--- config.mk ---
export PLATFORM = sky130hd
export DESIGN_NAME = hall_sample_trigger
export DESIGN_NICKNAME = d
export VERILOG_FILES = /design/src/rtl/hst_pkg.sv /design/src/rtl/hst_trig_select.sv /design/src/rtl/hst_ctrl.sv /design/src/rtl/hst_datapath.sv /design/src/rtl/hall_sample_trigger.sv
export SDC_FILE = /design/constraint.sdc
export NUM_CORES = 1
export LEC_CHECK = 0
export BUFFER_PORTS_ARGS = -buffer_cell sky130_fd_sc_hd__buf_4
export CORE_MARGIN = 2
export CORE_UTILIZATION = 46
export CTS_CLUSTER_DIAMETER = 200
export DETAILED_ROUTE_END_ITERATION = 6
export GPL_ROUTABILITY_DRIVEN = 0
export PLACE_DENSITY = 0.75
export SLEW_MARGIN = 5
export SYNTH_ARGS = -nofsm -noshare
export SYNTH_HDL_FRONTEND = slang
export SYNTH_SLANG_ARGS = --single-unit
--- constraint.sdc ---
create_clock -name clk -period 1.88 [get_ports clk]
set_input_delay 0.094 -clock clk [delete_from_list [all_inputs] [get_ports clk]]
set_output_delay 0.094 -clock clk [all_outputs]
set_load 0.02 [all_outputs]
--- src/rtl/hst_pkg.sv ---
package hst_pkg;
  typedef struct packed {
    logic capture;
    logic delayed;
  } hstStrobes_t;

  typedef enum logic {
    DT_IDLE = 1'b0,
    DT_COUNT = 1'b1
  } dtState_e;
endpackage

--- src/rtl/hst_trig_select.sv ---
module hst_trig_select #(
  parameter int HALL_W    = 3,
  parameter int MODE_W    = 4,
  parameter int SEL_W     = 3,
  parameter int HALL_MODE = 8
) (
  input  logic                     hallEdge,
  input  logic                     auxCmpMatch,
  input  logic                     auxPeriodMatch,
  input  logic                     mainPeriodMatch,
  input  logic                     mainOneMatch,
  input  logic                     mainCmp0Match,
  input  logic                     countingDown,
  input  logic [SEL_W-1:0]         trigSel,
  input  logic [HALL_W*MODE_W-1:0] chanModes,
  output logic                     trigger
);
  logic [HALL_W-1:0] chanIsHall;
  logic              srcHit;

  // every channel field must select Hall sensor mode
  for (genvar i = 0; i < HALL_W; i++) begin : g_mode
    assign chanIsHall[i] = (chanModes[i*MODE_W +: MODE_W] == MODE_W'(HALL_MODE));
  end

  always_comb begin
    case (trigSel)
      3'd0: srcHit = hallEdge;
      3'd1: srcHit = auxCmpMatch;
      3'd2: srcHit = auxPeriodMatch;
      3'd3: srcHit = 1'b0;
      3'd4: srcHit = mainPeriodMatch && !countingDown;
      3'd5: srcHit = mainOneMatch && countingDown;
      3'd6: srcHit = mainCmp0Match && !countingDown;
      default: srcHit = mainCmp0Match && countingDown;
    endcase
  end

  assign trigger = srcHit && (&chanIsHall);
endmodule

--- src/rtl/hst_ctrl.sv ---
module hst_ctrl
  import hst_pkg::*;
#(
  parameter int DT_W = 8
) (
  input  logic            clk,
  input  logic            rst,
  input  logic            trigger,
  input  logic            delayBypass,
  input  logic [DT_W-1:0] deadTimeReload,
  output hstStrobes_t     strobes
);
  dtState_e        dtState;
  logic [DT_W-1:0] dtCount;
  logic            immediate;
  logic            loadNow;
  logic            expire;

  assign immediate = trigger && (delayBypass || deadTimeReload == '0);
  assign loadNow   = trigger && !immediate;
  assign expire    = (dtState == DT_COUNT) && !trigger && (dtCount == DT_W'(1));

  always_ff @(posedge clk) begin
    if (rst) begin
      dtState <= DT_IDLE;
      dtCount <= '0;
    end else if (loadNow) begin
      dtState <= DT_COUNT;
      dtCount <= deadTimeReload;
    end else if (immediate) begin
      dtState <= DT_IDLE;
      dtCount <= '0;
    end else if (dtState == DT_COUNT) begin
      dtCount <= dtCount - DT_W'(1);
      if (dtCount == DT_W'(1)) dtState <= DT_IDLE;
    end
  end

  always_comb begin
    strobes.capture = immediate || expire;
    strobes.delayed = expire;
  end
endmodule

--- src/rtl/hst_datapath.sv ---
module hst_datapath
  import hst_pkg::*;
#(
  parameter int HALL_W      = 3,
  parameter int SYNC_STAGES = 2
) (
  input  logic              clk,
  input  logic              rst,
  input  logic [HALL_W-1:0] hallIn,
  input  hstStrobes_t       strobes,
  output logic              hallEdge,
  output logic              sampleStrobe,
  output logic [HALL_W-1:0] curPattern,
  output logic [HALL_W-1:0] lastPattern,
  output logic              patternChange
);
  logic [HALL_W-1:0] syncStage [SYNC_STAGES];
  logic [HALL_W-1:0] synced;
  logic [HALL_W-1:0] prevSynced;

  for (genvar s = 0; s < SYNC_STAGES; s++) begin : g_sync
    if (s == 0) begin : g_first
      always_ff @(posedge clk) begin
        if (rst) syncStage[s] <= '0;
        else     syncStage[s] <= hallIn;
      end
    end else begin : g_next
      always_ff @(posedge clk) begin
        if (rst) syncStage[s] <= '0;
        else     syncStage[s] <= syncStage[s-1];
      end
    end
  end

  assign synced   = syncStage[SYNC_STAGES-1];
  assign hallEdge = (synced != prevSynced);

  always_ff @(posedge clk) begin
    if (rst) begin
      prevSynced    <= '0;
      sampleStrobe  <= 1'b0;
      curPattern    <= '0;
      lastPattern   <= '0;
      patternChange <= 1'b0;
    end else begin
      prevSynced    <= synced;
      sampleStrobe  <= strobes.capture;
      patternChange <= 1'b0;
      if (strobes.capture) begin
        curPattern    <= synced;
        lastPattern   <= curPattern;
        patternChange <= (synced != curPattern);
      end
    end
  end
endmodule

--- src/rtl/hall_sample_trigger.sv ---
module hall_sample_trigger
  import hst_pkg::*;
#(
  parameter int HALL_W      = 3,
  parameter int MODE_W      = 4,
  parameter int SEL_W       = 3,
  parameter int DT_W        = 8,
  parameter int HALL_MODE   = 8,
  parameter int SYNC_STAGES = 2,
  localparam int MODES_W    = HALL_W * MODE_W
) (
  input  logic               clk,
  input  logic               rst,
  input  logic [HALL_W-1:0]  hallIn,
  input  logic               auxCmpMatch,
  input  logic               auxPeriodMatch,
  input  logic               mainPeriodMatch,
  input  logic               mainOneMatch,
  input  logic               mainCmp0Match,
  input  logic               countingDown,
  input  logic [SEL_W-1:0]   trigSel,
  input  logic               delayBypass,
  input  logic [MODES_W-1:0] chanModes,
  input  logic [DT_W-1:0]    deadTimeReload,
  output logic               sampleStrobe,
  output logic [HALL_W-1:0]  curPattern,
  output logic [HALL_W-1:0]  lastPattern,
  output logic               patternChange
);
  logic        hallEdge;
  logic        trigger;
  hstStrobes_t strobes;

  hst_trig_select #(
    .HALL_W(HALL_W), .MODE_W(MODE_W), .SEL_W(SEL_W), .HALL_MODE(HALL_MODE)
  ) trigSel_i (
    .hallEdge(hallEdge), .auxCmpMatch(auxCmpMatch), .auxPeriodMatch(auxPeriodMatch),
    .mainPeriodMatch(mainPeriodMatch), .mainOneMatch(mainOneMatch),
    .mainCmp0Match(mainCmp0Match), .countingDown(countingDown),
    .trigSel(trigSel), .chanModes(chanModes), .trigger(trigger)
  );

  hst_ctrl #(.DT_W(DT_W)) ctrl_i (
    .clk(clk), .rst(rst), .trigger(trigger), .delayBypass(delayBypass),
    .deadTimeReload(deadTimeReload), .strobes(strobes)
  );

  hst_datapath #(.HALL_W(HALL_W), .SYNC_STAGES(SYNC_STAGES)) dp_i (
    .clk(clk), .rst(rst), .hallIn(hallIn), .strobes(strobes), .hallEdge(hallEdge),
    .sampleStrobe(sampleStrobe), .curPattern(curPattern),
    .lastPattern(lastPattern), .patternChange(patternChange)
  );
endmodule

==> impl_metrics.csv <==
group,metric,value,unit
outcome,status,"complete, no violations",
synthesis,postSynthCellCount,162,
drt,avgViaCountPerCell,5.21,
worst_setup_path,timing.rr.start,"dp_i.syncStage[1][2]",
layout,antenna_cells,0,
floorplanning,row_count,20,
timing,max-slew-margin-rel,68.4,%
timing,worst_pin_slew,0.472,ns
hold_path,min_from,"rst",
layout,layoutNonFillerInstCount,253,
worst_setup_path,cpMaxStageDelayCell,"dfxtp_2",
clock_tree,htreeDepth,1,
power,powerDensity,488,nW/µm²
clock_tree,cts_tree,"built",
layout,nets,248,
placed_design,port_buffers,42,
hold_path,min_path_cells,2,
worst_setup_path,cp_num_buf_inv,2,
synthesis,synthesis.nets,199,
clock_tree,clock-sinks,26,
synthesis,synth_warnings,0,
synthesis,synth_edf_count,0,
grt,met2_usage,34.3,%
clock_tree,cts_made_buffers,3,
worst_setup_path,worstReg2RegEnd,"dp_i.curPattern[1]",
clock_tree,worstSkewPairLatency,0.33,ns
layout,finalInstanceArea,1910,µm²
synthesis,synth.distinct_cells,33,
grt,use_met3,2.81,%
hold_path,hold-path-endpoint,"dp_i.syncStage[1][0]",
drt,drt-total-wl,3.35,mm
grt,grt_pass1_wl,5.13,mm
layout,syn2layout_area_growth,31.3,%
power,finalPower,929,µW
timing,fin_skew,0.0155,ns
placed_design,dp_hpwl,2.50,mm
grt,first_global_vias,1240,
grt,grt_max_degree,42,
synthesis,synth_seq_cells,26,
timing,fmax,561,MHz
synthesis,synth_area,1450,µm²
synthesis,async_flop_share,0,%
drt,firstDrtPassIters,4,
worst_setup_path,start_kind,"register",
floorplanning,initial_utilization,47.9,%
layout,drive_gt1_share,32.1,%
synthesis,seq_area_frac_synth,35.9,%
timing,period_share,94.9,%
timing,finalSetupViolCount,0,
grt,use_met1,22.1,%
worst_setup_path,arrival,2.03,ns
grt,grt_busiest_layer,"met2",
worst_setup_path,critPathMaxFanout,9,
drt,drt.antenna.violating_nets,0,
clock_tree,clockBufferDepth,2,
drt,drt_iter0_drc,41,
placed_design,place_area,1840,µm²
power,p_leak,0.000765,µW
grt,grt_use_total,19.0,%
clock_tree,clkSlewWorstSetupHoldPaths,0.12,ns
power,ir_worst_vdd,0.341,mV
worst_setup_path,r2r_slack,0.1,ns
synthesis,dominantRegCellSynth,"dfxtp_1",
timing,slew_viol_final,0,
drt,wl_per_cell,13.2,µm
hold_path,hp-class,"in2reg",
timing,hold_viol,0,
clock_tree,post_cts_buffers,0,
timing,min_period,1.78,ns
worst_setup_path,reg2reg_depth,7,
drt,drc,0,
grt,gr-total-overflow,0,
floorplanning,dieArea,3620,µm²
worst_setup_path,required,2.13,ns
floorplanning,die_width,60.2,µm
clock_tree,cts-root-buf,"clkbuf_4",
worst_setup_path,path_delay_family,"compound AO/OA/AOI/OAI gates",
job,drv_cap,0,
grt,antenna_found_initial,0,
floorplanning,core-area,3030,µm²
placed_design,place_inst,247,
worst_setup_path,crit_path_cell_trace,"xnor2_1 > a311o_1 > a21o_1 > a21oi_2 > buf_6 > buf_4 > mux2i_1",
synthesis,syn_area_per_cell,8.96,µm²
drt,dr_total_vias,1318,
timing,finalSetupTns,0,ns
timing,rsz0062_at_grt,"false",
worst_setup_path,worst_setup_path_end_kind,"register",
floorplanning,die_h,60.2,µm
floorplanning,pin_count,43,
worst_setup_path,critical_path_class,"reg2reg",
layout,post-route-util,62.9,%
worst_setup_path,cpPeakStageDelay,0.36,ns
cells in the final DEF, fill, tap and decap left out, types with 4 or more instances in the layout:
| master | n |
|---|---|
| xnor2_1 | 7 |
| dfxtp_1 | 25 |
| xor2_1 | 6 |
| mux2i_1 | 10 |
| inv_1 | 6 |
| a21oi_1 | 5 |
| nor2_1 | 15 |
| nor3b_1 | 9 |
| nor2b_1 | 12 |
| mux2_2 | 11 |
| nand2_1 | 7 |
| o21ai_0 | 8 |
| nor3_1 | 5 |
| nor4_1 | 4 |
| buf_4 | 48 |
synthesized netlist by cell type, types with 2 or more instances:
library cell,number,area (µm²)
nor2_1,15,56.3
o21ai_0,8,40.0
nor3_1,5,25.0
mux2_2,11,124
inv_1,6,22.5
nor4b_1,2,17.5
nor3b_1,9,67.6
ha_1,2,25.0
xnor2_1,7,61.3
a211oi_1,3,22.5
mux2i_1,10,100
nor2b_1,12,75.1
a21oi_1,5,25.0
nand3_1,3,15.0
nor4_1,4,25.0
nand2_1,7,26.3
a21o_1,2,15.0
xor2_1,6,52.6
clkbuf_1,5,18.8
and3_1,2,12.5
dfxtp_1,26,521
repair_timing:
item	CTS	global route
hold buffers	3	0
hold endpoints to repair	3	0
setup endpoints to repair	0	10
gates resized for setup	0	3
power breakdown:
group          total (µW)  switching (µW)  leakage (µW)  internal (µW)
clock                 238             163     0.0000138           75.4
sequential            563            3.98      0.000211            559
combinational         128            52.3      0.000540           76.1
worst max-delay path by stage:
stage / from / slack (ns) / to / cells after the start
after floorplan: dp_i.syncStage[1][2] / 0.11 / ctrl_i.dtCount[2] / 6
after global placement: dp_i.syncStage[1][2] / 0.12 / ctrl_i.dtCount[6] / 6
after detailed placement: dp_i.syncStage[1][2] / 0.08 / ctrl_i.dtCount[3] / 6
after CTS: dp_i.syncStage[1][2] / 0.06 / dp_i.patternChange / 5
after global routing: dp_i.syncStage[1][2] / 0.01 / dp_i.curPattern[1] / 7
final: dp_i.syncStage[1][2] / 0.1 / dp_i.curPattern[1] / 7
logic make-up (layout without fill, tap and decap cells):
family | Yosys count | after routing | synth area share [%]
compound gates | 23 | 23 | 10.6
mux | 21 | 21 | 15.4
xor+xnor | 13 | 13 | 7.84
buf+inv | 14 | 61 | 4.22
flops | 26 | 26 | 35.9
fa+ha+maj | 2 | 2 | 1.72
simple gates | 63 | 63 | 24.3
state kept, by name, summed over array words and instances (netlist names):
register            flops
ctrl_i.dtCount          8
ctrl_i.dtState          1
dp_i.curPattern         3
dp_i.lastPattern        3
dp_i.patternChange      1
dp_i.prevSynced         3
dp_i.sampleStrobe       1
dp_i.syncStage          6
layer usage:
metal | part of all wire, % | up-vias
met5 | 0 | -
met1 | 46 | 600
li1 | - | 665
met2 | 47 | 49
met4 | 1.2 | 0
met3 | 6.3 | 4
per-stage QoR:
step / hold WS (ns) / worst slack (ns)
finish: 0.174 / 0.0966
CTS: 0.166 / 0.0596
global route: 0.183 / 0.0122
detailed placement: 0.314 / 0.0825
global placement: 0.302 / 0.124
floorplan: 0.185 / 0.106
cell type report:
type,count,area [µm²]
Inverter,6,22.5
Tap cell,44,55.1
Fill cell,271,1120
Sequential cell,26,522
Multi-Input combinational cell,122,882
Timing Repair Buffer,52,402
Clock buffer,3,22.5
Note: power is estimated with default switching activity, not from simulation.
